**src/rtl/cfgl_pkg.sv**
```systemverilog
package cfgl_pkg;

   typedef enum logic [1:0] {
      LD_IDLE = 2'd0,
      LD_XFER = 2'd1,
      LD_DONE = 2'd2
   } ld_state_t;

   localparam logic [7:0]  RD_OPCODE = 8'h03;
   localparam logic [15:0] RD_START  = 16'h0000;
   localparam int          HDR_BITS  = 24;

endpackage

```
**src/rtl/cfgl_sck_gen.sv**
```systemverilog
module cfgl_sck_gen #(
   parameter int DIV = 12
) (
   input  logic clk,
   input  logic rst_n,
   input  logic run,
   output logic sck,
   output logic rise_evt,
   output logic fall_evt
);
   localparam int HALF = DIV / 2;
   localparam int PW   = $clog2(DIV);

   logic [PW-1:0] ph;

   assign rise_evt = run && (ph == PW'(HALF - 1));
   assign fall_evt = run && (ph == PW'(DIV - 1));

   always_ff @(posedge clk or negedge rst_n) begin
      if (!rst_n) begin
         ph  <= '0;
         sck <= 1'b0;
      end else if (!run) begin
         ph  <= '0;
         sck <= 1'b0;
      end else begin
         ph <= fall_evt ? '0 : ph + 1'b1;
         if (rise_evt)      sck <= 1'b1;
         else if (fall_evt) sck <= 1'b0;
      end
   end

   // SCK low when no transfer runs, rises mid period, falls at wrap
   a_r6_idle_low: assert property (@(posedge clk) disable iff (!rst_n)
      !run |-> !sck);
   a_r6_rise_mid: assert property (@(posedge clk) disable iff (!rst_n)
      $rose(sck) |-> (ph == PW'(HALF)));
   a_r6_fall_wrap: assert property (@(posedge clk) disable iff (!rst_n)
      $fell(sck) |-> (ph == '0));

endmodule

```
**src/rtl/cfgl_tx.sv**
```systemverilog
module cfgl_tx #(
   parameter int BIT_W = 14
) (
   input  logic             clk,
   input  logic             rst_n,
   input  logic             start,
   input  logic             cpha,
   input  logic             rise_evt,
   input  logic             fall_evt,
   input  logic [BIT_W-1:0] bitcnt,
   output logic             mosi
);
   import cfgl_pkg::*;

   localparam logic [HDR_BITS-1:0] HDR = {RD_OPCODE, RD_START};

   function automatic logic hdr_bit(input logic [BIT_W-1:0] idx);
      logic [4:0] pos;
      if (idx >= BIT_W'(HDR_BITS)) return 1'b0;
      pos = 5'(HDR_BITS - 1) - idx[4:0];
      return HDR[pos];
   endfunction

   logic             launch;
   logic [BIT_W-1:0] next_idx;

   assign launch   = cpha ? rise_evt : fall_evt;
   assign next_idx = cpha ? bitcnt : bitcnt + 1'b1;

   always_ff @(posedge clk or negedge rst_n) begin
      if (!rst_n)      mosi <= 1'b0;
      else if (start)  mosi <= cpha ? 1'b0 : hdr_bit('0);
      else if (launch) mosi <= hdr_bit(next_idx);
   end

   // MOSI moves only on its launch edge
   a_r7_mosi_hold: assert property (@(posedge clk) disable iff (!rst_n)
      !(start || (cpha ? rise_evt : fall_evt)) |=> $stable(mosi));

endmodule

```
**src/rtl/cfgl_rx.sv**
```systemverilog
module cfgl_rx #(
   parameter int BIT_W  = 14,
   parameter int ADDR_W = 11
) (
   input  logic              clk,
   input  logic              rst_n,
   input  logic              smp,
   input  logic [BIT_W-1:0]  bitcnt,
   input  logic              miso,
   output logic              valid,
   output logic [ADDR_W-1:0] addr,
   output logic [7:0]        data
);
   import cfgl_pkg::*;

   logic [6:0]       sr;
   logic             byte_end;
   logic [BIT_W-1:0] data_bits;

   assign data_bits = bitcnt - BIT_W'(HDR_BITS);
   assign byte_end  = (bitcnt >= BIT_W'(HDR_BITS)) && (bitcnt[2:0] == 3'd7);

   always_ff @(posedge clk or negedge rst_n) begin
      if (!rst_n) begin
         sr    <= '0;
         valid <= 1'b0;
         addr  <= '0;
         data  <= '0;
      end else begin
         valid <= 1'b0;
         if (smp) begin
            sr <= {sr[5:0], miso};
            if (byte_end) begin
               valid <= 1'b1;
               data  <= {sr, miso};
               addr  <= ADDR_W'(data_bits >> 3);
            end
         end
      end
   end

   // a record strobe never lasts two cycles
   a_r9_single_pulse: assert property (@(posedge clk) disable iff (!rst_n)
      valid |=> !valid);

endmodule

```
**src/rtl/cfg_boot_loader.sv**
```systemverilog
module cfg_boot_loader #(
   parameter int CLK_DIV      = 12,
   parameter int LEN_SINGLE   = 412,
   parameter int LEN_QUAD     = 1029,
   parameter int ADDR_W       = 11,
   parameter bit QUAD_SUPPORT = 1'b1
) (
   input  logic              clk,
   input  logic              rst_n,
   input  logic              strap_hwmode,
   input  logic              strap_mode1,
   input  logic              strap_mode0,
   input  logic              clk_phase,
   input  logic              quad_sel,
   output logic              spi_cs_n,
   output logic              spi_sck,
   output logic              spi_mosi,
   input  logic              spi_miso,
   output logic              rec_valid,
   output logic [ADDR_W-1:0] rec_addr,
   output logic [7:0]        rec_data,
   output logic              load_done
);
   import cfgl_pkg::*;

   localparam int MAX_LEN = (LEN_QUAD > LEN_SINGLE) ? LEN_QUAD : LEN_SINGLE;
   localparam int BIT_W   = $clog2(HDR_BITS + 8 * MAX_LEN + 1);

   generate
      if (CLK_DIV < 4 || (CLK_DIV % 2) != 0) begin : g_bad_div
         $error("CLK_DIV must be even and at least 4");
      end
      if (MAX_LEN > (1 << ADDR_W) || LEN_SINGLE < 1) begin : g_bad_len
         $error("image lengths must fit the address width");
      end
   endgenerate

   logic [ADDR_W:0] img_len;

   generate
      if (QUAD_SUPPORT) begin : g_two_len
         assign img_len = quad_sel ? (ADDR_W+1)'(LEN_QUAD) : (ADDR_W+1)'(LEN_SINGLE);
      end else begin : g_one_len
         logic unused_quad;
         assign unused_quad = quad_sel;
         assign img_len     = (ADDR_W+1)'(LEN_SINGLE);
      end
   endgenerate

   ld_state_t        state;
   logic [BIT_W-1:0] bitcnt;
   logic [BIT_W-1:0] last_bit;
   logic             cpha_q;
   logic             enable, start, run;
   logic             rise_evt, fall_evt, smp;

   assign enable   = !strap_hwmode && strap_mode1 && !strap_mode0;
   assign start    = (state == LD_IDLE) && enable;
   assign run      = (state == LD_XFER);
   assign last_bit = BIT_W'(HDR_BITS) + BIT_W'({img_len, 3'b000}) - 1'b1;
   assign smp      = cpha_q ? fall_evt : rise_evt;

   always_ff @(posedge clk or negedge rst_n) begin
      if (!rst_n) begin
         state     <= LD_IDLE;
         bitcnt    <= '0;
         spi_cs_n  <= 1'b1;
         load_done <= 1'b0;
         cpha_q    <= 1'b0;
      end else begin
         case (state)
            LD_IDLE: if (enable) begin
               state    <= LD_XFER;
               spi_cs_n <= 1'b0;
               bitcnt   <= '0;
               cpha_q   <= clk_phase;
            end
            LD_XFER: if (fall_evt) begin
               if (bitcnt == last_bit) begin
                  state     <= LD_DONE;
                  spi_cs_n  <= 1'b1;
                  load_done <= 1'b1;
               end else begin
                  bitcnt <= bitcnt + 1'b1;
               end
            end
            default: state <= LD_DONE;
         endcase
      end
   end

   cfgl_sck_gen #(.DIV(CLK_DIV)) i_sck (
      .clk(clk), .rst_n(rst_n), .run(run),
      .sck(spi_sck), .rise_evt(rise_evt), .fall_evt(fall_evt)
   );

   cfgl_tx #(.BIT_W(BIT_W)) i_tx (
      .clk(clk), .rst_n(rst_n), .start(start), .cpha(cpha_q),
      .rise_evt(rise_evt), .fall_evt(fall_evt), .bitcnt(bitcnt), .mosi(spi_mosi)
   );

   cfgl_rx #(.BIT_W(BIT_W), .ADDR_W(ADDR_W)) i_rx (
      .clk(clk), .rst_n(rst_n), .smp(smp), .bitcnt(bitcnt), .miso(spi_miso),
      .valid(rec_valid), .addr(rec_addr), .data(rec_data)
   );

   // with the straps off, chip select stays released
   a_r1_no_start: assert property (@(posedge clk) disable iff (!rst_n)
      (state == LD_IDLE && !enable) |=> spi_cs_n);
   // no gap in chip select while bits are still due
   a_r5_cs_held: assert property (@(posedge clk) disable iff (!rst_n)
      run |-> !spi_cs_n);
   // done is sticky and comes with an idle bus
   a_r10_done_sticky: assert property (@(posedge clk) disable iff (!rst_n)
      load_done |=> load_done);
   a_r10_done_idle: assert property (@(posedge clk) disable iff (!rst_n)
      load_done |-> (spi_cs_n && !spi_sck));
   // the last record before done carries the final image address
   a_r8_last_addr: assert property (@(posedge clk) disable iff (!rst_n)
      $rose(load_done) |-> (rec_addr == ADDR_W'(img_len - 1'b1)));

endmodule

```
**config.mk**
```make
export PLATFORM = sky130hd
export DESIGN_NAME = cfg_boot_loader
export DESIGN_NICKNAME = d
export VERILOG_FILES = /design/src/rtl/cfgl_pkg.sv /design/src/rtl/cfgl_sck_gen.sv /design/src/rtl/cfgl_tx.sv /design/src/rtl/cfgl_rx.sv /design/src/rtl/cfg_boot_loader.sv
export SDC_FILE = /design/constraint.sdc
export NUM_CORES = 1
export LEC_CHECK = 0
export BUFFER_PORTS_ARGS = -buffer_cell sky130_fd_sc_hd__buf_2
export CORE_AREA = 2 2 71 73
export CTS_CLUSTER_DIAMETER = 100
export DETAILED_ROUTE_END_ITERATION = 10
export DIE_AREA = 0 0 73 75
export PLACE_DENSITY = 0.82
export SYNTH_ARGS = -nofsm -noshare
export SYNTH_HDL_FRONTEND = slang
export SYNTH_SLANG_ARGS = --single-unit
```
**constraint.sdc**
```tcl
create_clock -name clk -period 3.5 [get_ports clk]
set_clock_uncertainty 0.2 [all_clocks]
set_input_delay 0.35 -clock clk [delete_from_list [all_inputs] [get_ports clk]]
set_output_delay 0.35 -clock clk [all_outputs]
set_load 0.1 [all_outputs]
```
# --- Word level (Yosys, flattened, before mapping) ---
# Memory sizes are Yosys's and may differ from the RTL's.
# Cells that the tools add are included.
# W data, S select, Z words.
classes:
  mux: 31
  reduce_logical: 17
  addsub: 6
  eq_ne: 10
  n_lt_le_gt_ge: 3
op_table:
  columns: ["op", "count"]
  rows:
  - ["$mux W14", 4]
  - ["$ge A14 B5 Y1 const B", 2]
  - ["$pmux W14 S2", 1]
  - ["$mux W1", 18]
  - ["$add A14 B1 Y14 const B", 1]
  - ["$add A5 B14 Y14 const A", 1]
  - ["$eq A14 B14 Y1", 1]
  - ["$sub A14 B1 Y14 const B", 1]
  - ["$sub A14 B5 Y14 const B", 1]
  - ["$mux W11", 1]
  - ["$mux W4", 2]
  - ["$ne A2 B2 Y1 const B", 4]
  - ["$reduce_and A4 Y1", 2]
  - ["$logic_and A1 B1 Y1", 6]
  - ["$lt A5 B6 Y1 const B", 1]
  - ["$mux W2", 3]
  - ["$reduce_and A3 Y1", 2]
  - ["$sub A5 B5 Y5 const A", 1]
  - ["$add A4 B1 Y4 const B", 1]
  - ["$eq A4 B3 Y1 const B", 1]
  - ["$eq A4 B4 Y1 const B", 1]
  - ["$pmux W2 S2", 1]
  - ["$reduce_and A2 Y1", 2]
  - ["$reduce_bool A2 Y1", 2]
  - ["6 further kinds", 7]
totals:
  inputBits: 8
  n_memories: 1
  rom_bits: 32
  word_cells: 80
  regBits: 52
  output_inout_bits: 24
mem_list:
  columns: ["name", "depth", "word_bits", "read_ports", "rd_ports_with_merged_regs", "write_ports", "line", "text"]
  rows:
  - ["(no name shown)", 32, 1, 1, 0, 0, "cfgl_tx.sv:21", "return HDR[pos];"]

# --- Depth between registers and ports, before layout ---
depth:
  word_depth: 9
  ltp_mapped: 10
  mapped_depth_nobuf: 8

# --- Modules after synthesis ---
# Synthesis repeated with hierarchy kept, for this count alone.
unflattened:
  hier_cells: 275
  hier_area_um2: 2930.3
by_module_without_submodules:
  columns: ["module", "cells_per_inst", "area_each_um2", "seq_area_each_um2", "instances"]
  rows:
  - ["cfgl_rx", 93, 1251.2, 675.6, 1]
  - ["cfg_boot_loader", 113, 1067.3, 476.7, 1]
  - ["cfgl_tx", 43, 342.8, 25.0, 1]
  - ["cfgl_sck_gen", 26, 269.0, 125.1, 1]

# --- Worst setup path after synthesis ---
# OpenSTA, ideal clock, no wires.
synth_timing:
  path_kind: "reg-to-reg"
  startpoint: "register i_sck.ph[0]"
  endpoint: "register i_rx.addr[0]"
  t_required_ps: 3174
  setup_slack_ps: 1188
  synth_period_minus_slack_ps: 2312
  setup_time_ps: 126
  path_buffers: 3
  arrival_time_ps: 1985
  stages_incl_launch_ff: 10
  cell_sequence: "dfrtp_1 ha_1 and3b_1 buf_2 a22oi_1 nor2_2 and3_1 buf_6 buf_6 mux2_4"
synth_between:
  elab_chain_cells: 4
  elab_cells_between_ends: 6
  classes_between: "2 x eq/ne; 1 x mux; 3 x reduce/logical"
synth_lines:
  columns: ["element", "line", "text"]
  rows:
  - ["from (decl)", "cfgl_sck_gen.sv:14", "logic [PW-1:0] ph;"]
  - ["from (signal assigned)", "cfgl_sck_gen.sv:27", "ph <= fall_evt ? '0 : ph + 1'b1;"]
  - ["$eq A4 B3 Y1 / $eq A4 B4 Y1 (equally long branches)", "cfgl_sck_gen.sv:16, cfgl_sck_gen.sv:17", null]
  - ["$logic_and A1 B1 Y1, on equally long branches", "cfgl_sck_gen.sv:16, cfgl_sck_gen.sv:17", null]
  - ["$mux W1 *", "cfg_boot_loader.sv:61", "assign smp = cpha_q ? fall_evt : rise_evt;"]
  - ["$reduce_and A2 Y1 (no line) *", null, null]
  - ["to (signal assigned)", "cfgl_rx.sv:36", "addr <= ADDR_W'(data_bits >> 3);"]
  - ["to (decl)", "cfgl_rx.sv:11", "output logic [ADDR_W-1:0] addr,"]
# Every way passes the cells marked *; elsewhere a longest branch is shown, timed or not.
# A chain may end at the register's enable or synchronous reset.

# --- Final worst setup path ---
layout_timing:
  startpoint: "register i_sck.ph[0]"
  endpoint: "register i_rx.addr[9]"
# The elaborated chain is that of the path after synthesis.

==> out/results.ini <==
[status]
status=complete, no violations

[global_route]
grt_overflow=0
grt_pass1_wl_um=9150
antenna_found_initial=0
grt_pass1_vias=1966
grt_start_max_net_pins=33
grtUsageTotal=0.214

[floorplan]
core_area_um2=4660
fp.dieH_um=75
die_area_um2=5480
initial_core_util=0.613
rows=25
die_w_um=73
io_pins=32

[logic_synthesis]
synth_fp_nets=299
postSynthAreaPerCell_um2=10.1
syn-cell-area_um2=2860
synth.top_cell.area_share=0.447
netlist_top_cells_area=dfrtp_1 45%, mux2_2 6.7%, xnor2_1 3.7%, a21oi_1 3.2%, ha_1 3.1%
ys_seq_area_frac=0.456
yosys_warnings=0
ys_seq_elements=52
syn_inst=284
synth_edf_count=0
async_reset_ff_frac=1.00
yosysUniqueCellTypes=53
synthFlopType=dfrtp_1
synth.largest_area_cell=dfrtp_1

[setup_path]
r2r-start=i_sck.ph[0]$_DFF_PN0_
cp.arrival_ps=2870
r2r_slack_ps=650
crit_cells=8
path_max_fanout=15
cp_slowest_cell=and3_1
crit_chain=ha_1 > and3b_1 > a22oi_1 > nor2_2 > and3_1 > buf_4 > nor2_1 > a21oi_1
timing.critical_path.buf_inv=1
crit_family=simple AND/OR/NAND/NOR gates
start_kind=flop
worst-r2r-cell-count=8
critPathLaunch=i_sck.ph[0]$_DFF_PN0_
cp.required_ps=3530
critPathCaptureType=flop
critPathKind=flop to flop
r2r-end=i_rx.addr[9]$_DFFE_PN0P_
slowest_delay_ps=630

[timing]
relSlewSlack=0.525
fin_crit_sh=0.813
fmax_ghz=0.351
grt_setup_unrepaired=no
min_period_ps=2850
hold_violations=0
slew_viol_final=0
setup_tns_ps=0
tightest_slew_ps=712
setup_viol=0

[drt]
drt_iter0_drc=149
drc=0
drtPass1Iterations=4
wl_per_cell_um=14.9
routed_via_density=5.91
drt_wl_total_um=5350
num_vias=2126
ant_nets=0

[pwr]
leakage_nw=1.42
ir_drop_mv=0.203
p_clk_frac=0.359
p_per_area_nw_per_um2=322
pwr-share-comb=0.024
p_seq_frac=0.617
p_sw_frac=0.231
switchingPower_mw=0.229
power.internal_mw=0.762

[cells_and_area]
final_net_count=320
drive_gt1_frac=0.239
fin_cells=360
diodes=0
final_cell_mix=51 x dfrtp_1, 31 x buf_2, 23 x nor2_1
final_design_area_no_fill_um2=3070
fill_cells=381
syn_to_final_growth_pct=7.67
final_common_cell=dfrtp_1

[place]
dp.cells=351
port-buffer-count=31
gp_congestion=0.839
dp_hpwl_um=3840
placedInstanceArea_um2=2970

[flow_run]
cap_violations=0

[min_path]
hold_depth=3
hp-class=primary input to flop
min-delay-start=clk_phase
hold_end=cpha_q$_DFFE_PN0P_

[clock_tree]
insertion_delay_ps=310
cts_setup_buffers=0
clk_pin_slew_ps=100
cts_buffers=5
cts_tree=built
clkSinkCount=52
clockBufferDepth=2
cts_htree_levels=2
cts.repair.resized=0
cts_root_buffer=clkbuf_8

[routing by layer]
layer	track usage	wire (um)	up-vias
li1	-	-	1042
met1	0.294	2550	1031
met2	0.343	2500	46
met3	0.0321	209	7
met4	0.0802	92	0
met5	0	0	-
[synth_stat cells (3+ instances only)]
cell type and count:
a21o_1 3, a21oi_1 18, and2_1 4, and3_1 3
buf_2 6, buf_6 5, clkbuf_1 7, dfrtp_1 51
ha_1 7, inv_1 10, mux2_2 17, mux2_4 3
nand2_1 21, nand2b_1 3, nand3_1 11, nand4_1 4
nor2_1 23, nor2b_1 3, nor3_1 8, nor4_1 5
o21ai_0 12, o21ai_1 3, o31ai_1 4, or3_1 4
xnor2_1 12, xor2_1 3
[how the worst max path moves through the flow]
stage                                           to  slack, ps
after floorplan           i_rx.addr[0]$_DFFE_PN0P_       1190
after global placement    i_rx.addr[4]$_DFFE_PN0P_        830
after detailed placement  i_rx.addr[4]$_DFFE_PN0P_        680
after CTS                 i_rx.addr[4]$_DFFE_PN0P_        660
after global routing      i_rx.addr[6]$_DFFE_PN0P_        440
final                     i_rx.addr[9]$_DFFE_PN0P_        650
[cell type report]
type | instances | area (um^2) | share of cell area
Multi-Input combinational cell | 202 | 1390 | 0.453
Sequential cell | 52 | 1300 | 0.424
Timing Repair Buffer | 34 | 180 | 0.0586
Clock buffer | 5 | 68.8 | 0.0224
Tap cell | 54 | 67.6 | 0.0220
Inverter | 10 | 37.5 | 0.0122
Clock inverter | 3 | 26.3 | 0.00855
[tightest hold or removal path: stages]
cell     delay (ps)
buf_2            90
inv_1            30
o21ai_0          70
[sequential cells by signal, indices dropped and copies added, names as in the netlist]
name	count
i_rx.addr	11
load_done	1
cpha_q	1
spi_cs_n	1
i_rx.sr	7
bitcnt	14
state	2
i_sck.ph	4
i_tx.mosi	1
i_rx.valid	1
i_sck.sck	1
i_rx.data	8
[metrics by stage]
step	hold WS (ps)	power, mW	setup WS [ps]	utilization
after floorplan	-146	0.628	1190	-
after global placement	234	0.646	825	0.637
after detailed placement	241	0.648	685	0.637
after CTS	75.7	1.00	661	0.660
after global routing	83.3	1.02	439	0.660
final	79.1	0.991	654	0.660
[power groups by stage]
stage | Combinational (mW) | Clock [mW] | Sequential [mW]
after floorplan | 0.00698 | 0 | 0.621
after global placement | 0.0233 | 0 | 0.623
after detailed placement | 0.0240 | 0 | 0.624
after CTS | 0.0250 | 0.363 | 0.612
after global routing | 0.0275 | 0.383 | 0.613
final | 0.0238 | 0.355 | 0.612
[repair_timing]
action	CTS	global route
endpoints found under the setup margin	0	0
endpoints found under the hold margin	30	0
hold buffers	1	0
[cell families (layout without fill, tap and decap cells)]
logic type,after synthesis,in the layout,synth area share
compound gates,55,55,0.132
xor+xnor,15,15,0.0460
fa+ha+maj,7,7,0.0307
buf+inv,30,52,0.0565
flops,52,52,0.456
mux,22,22,0.0898
simple gates,103,103,0.189
Note: power is estimated with default switching activity, not from simulation.
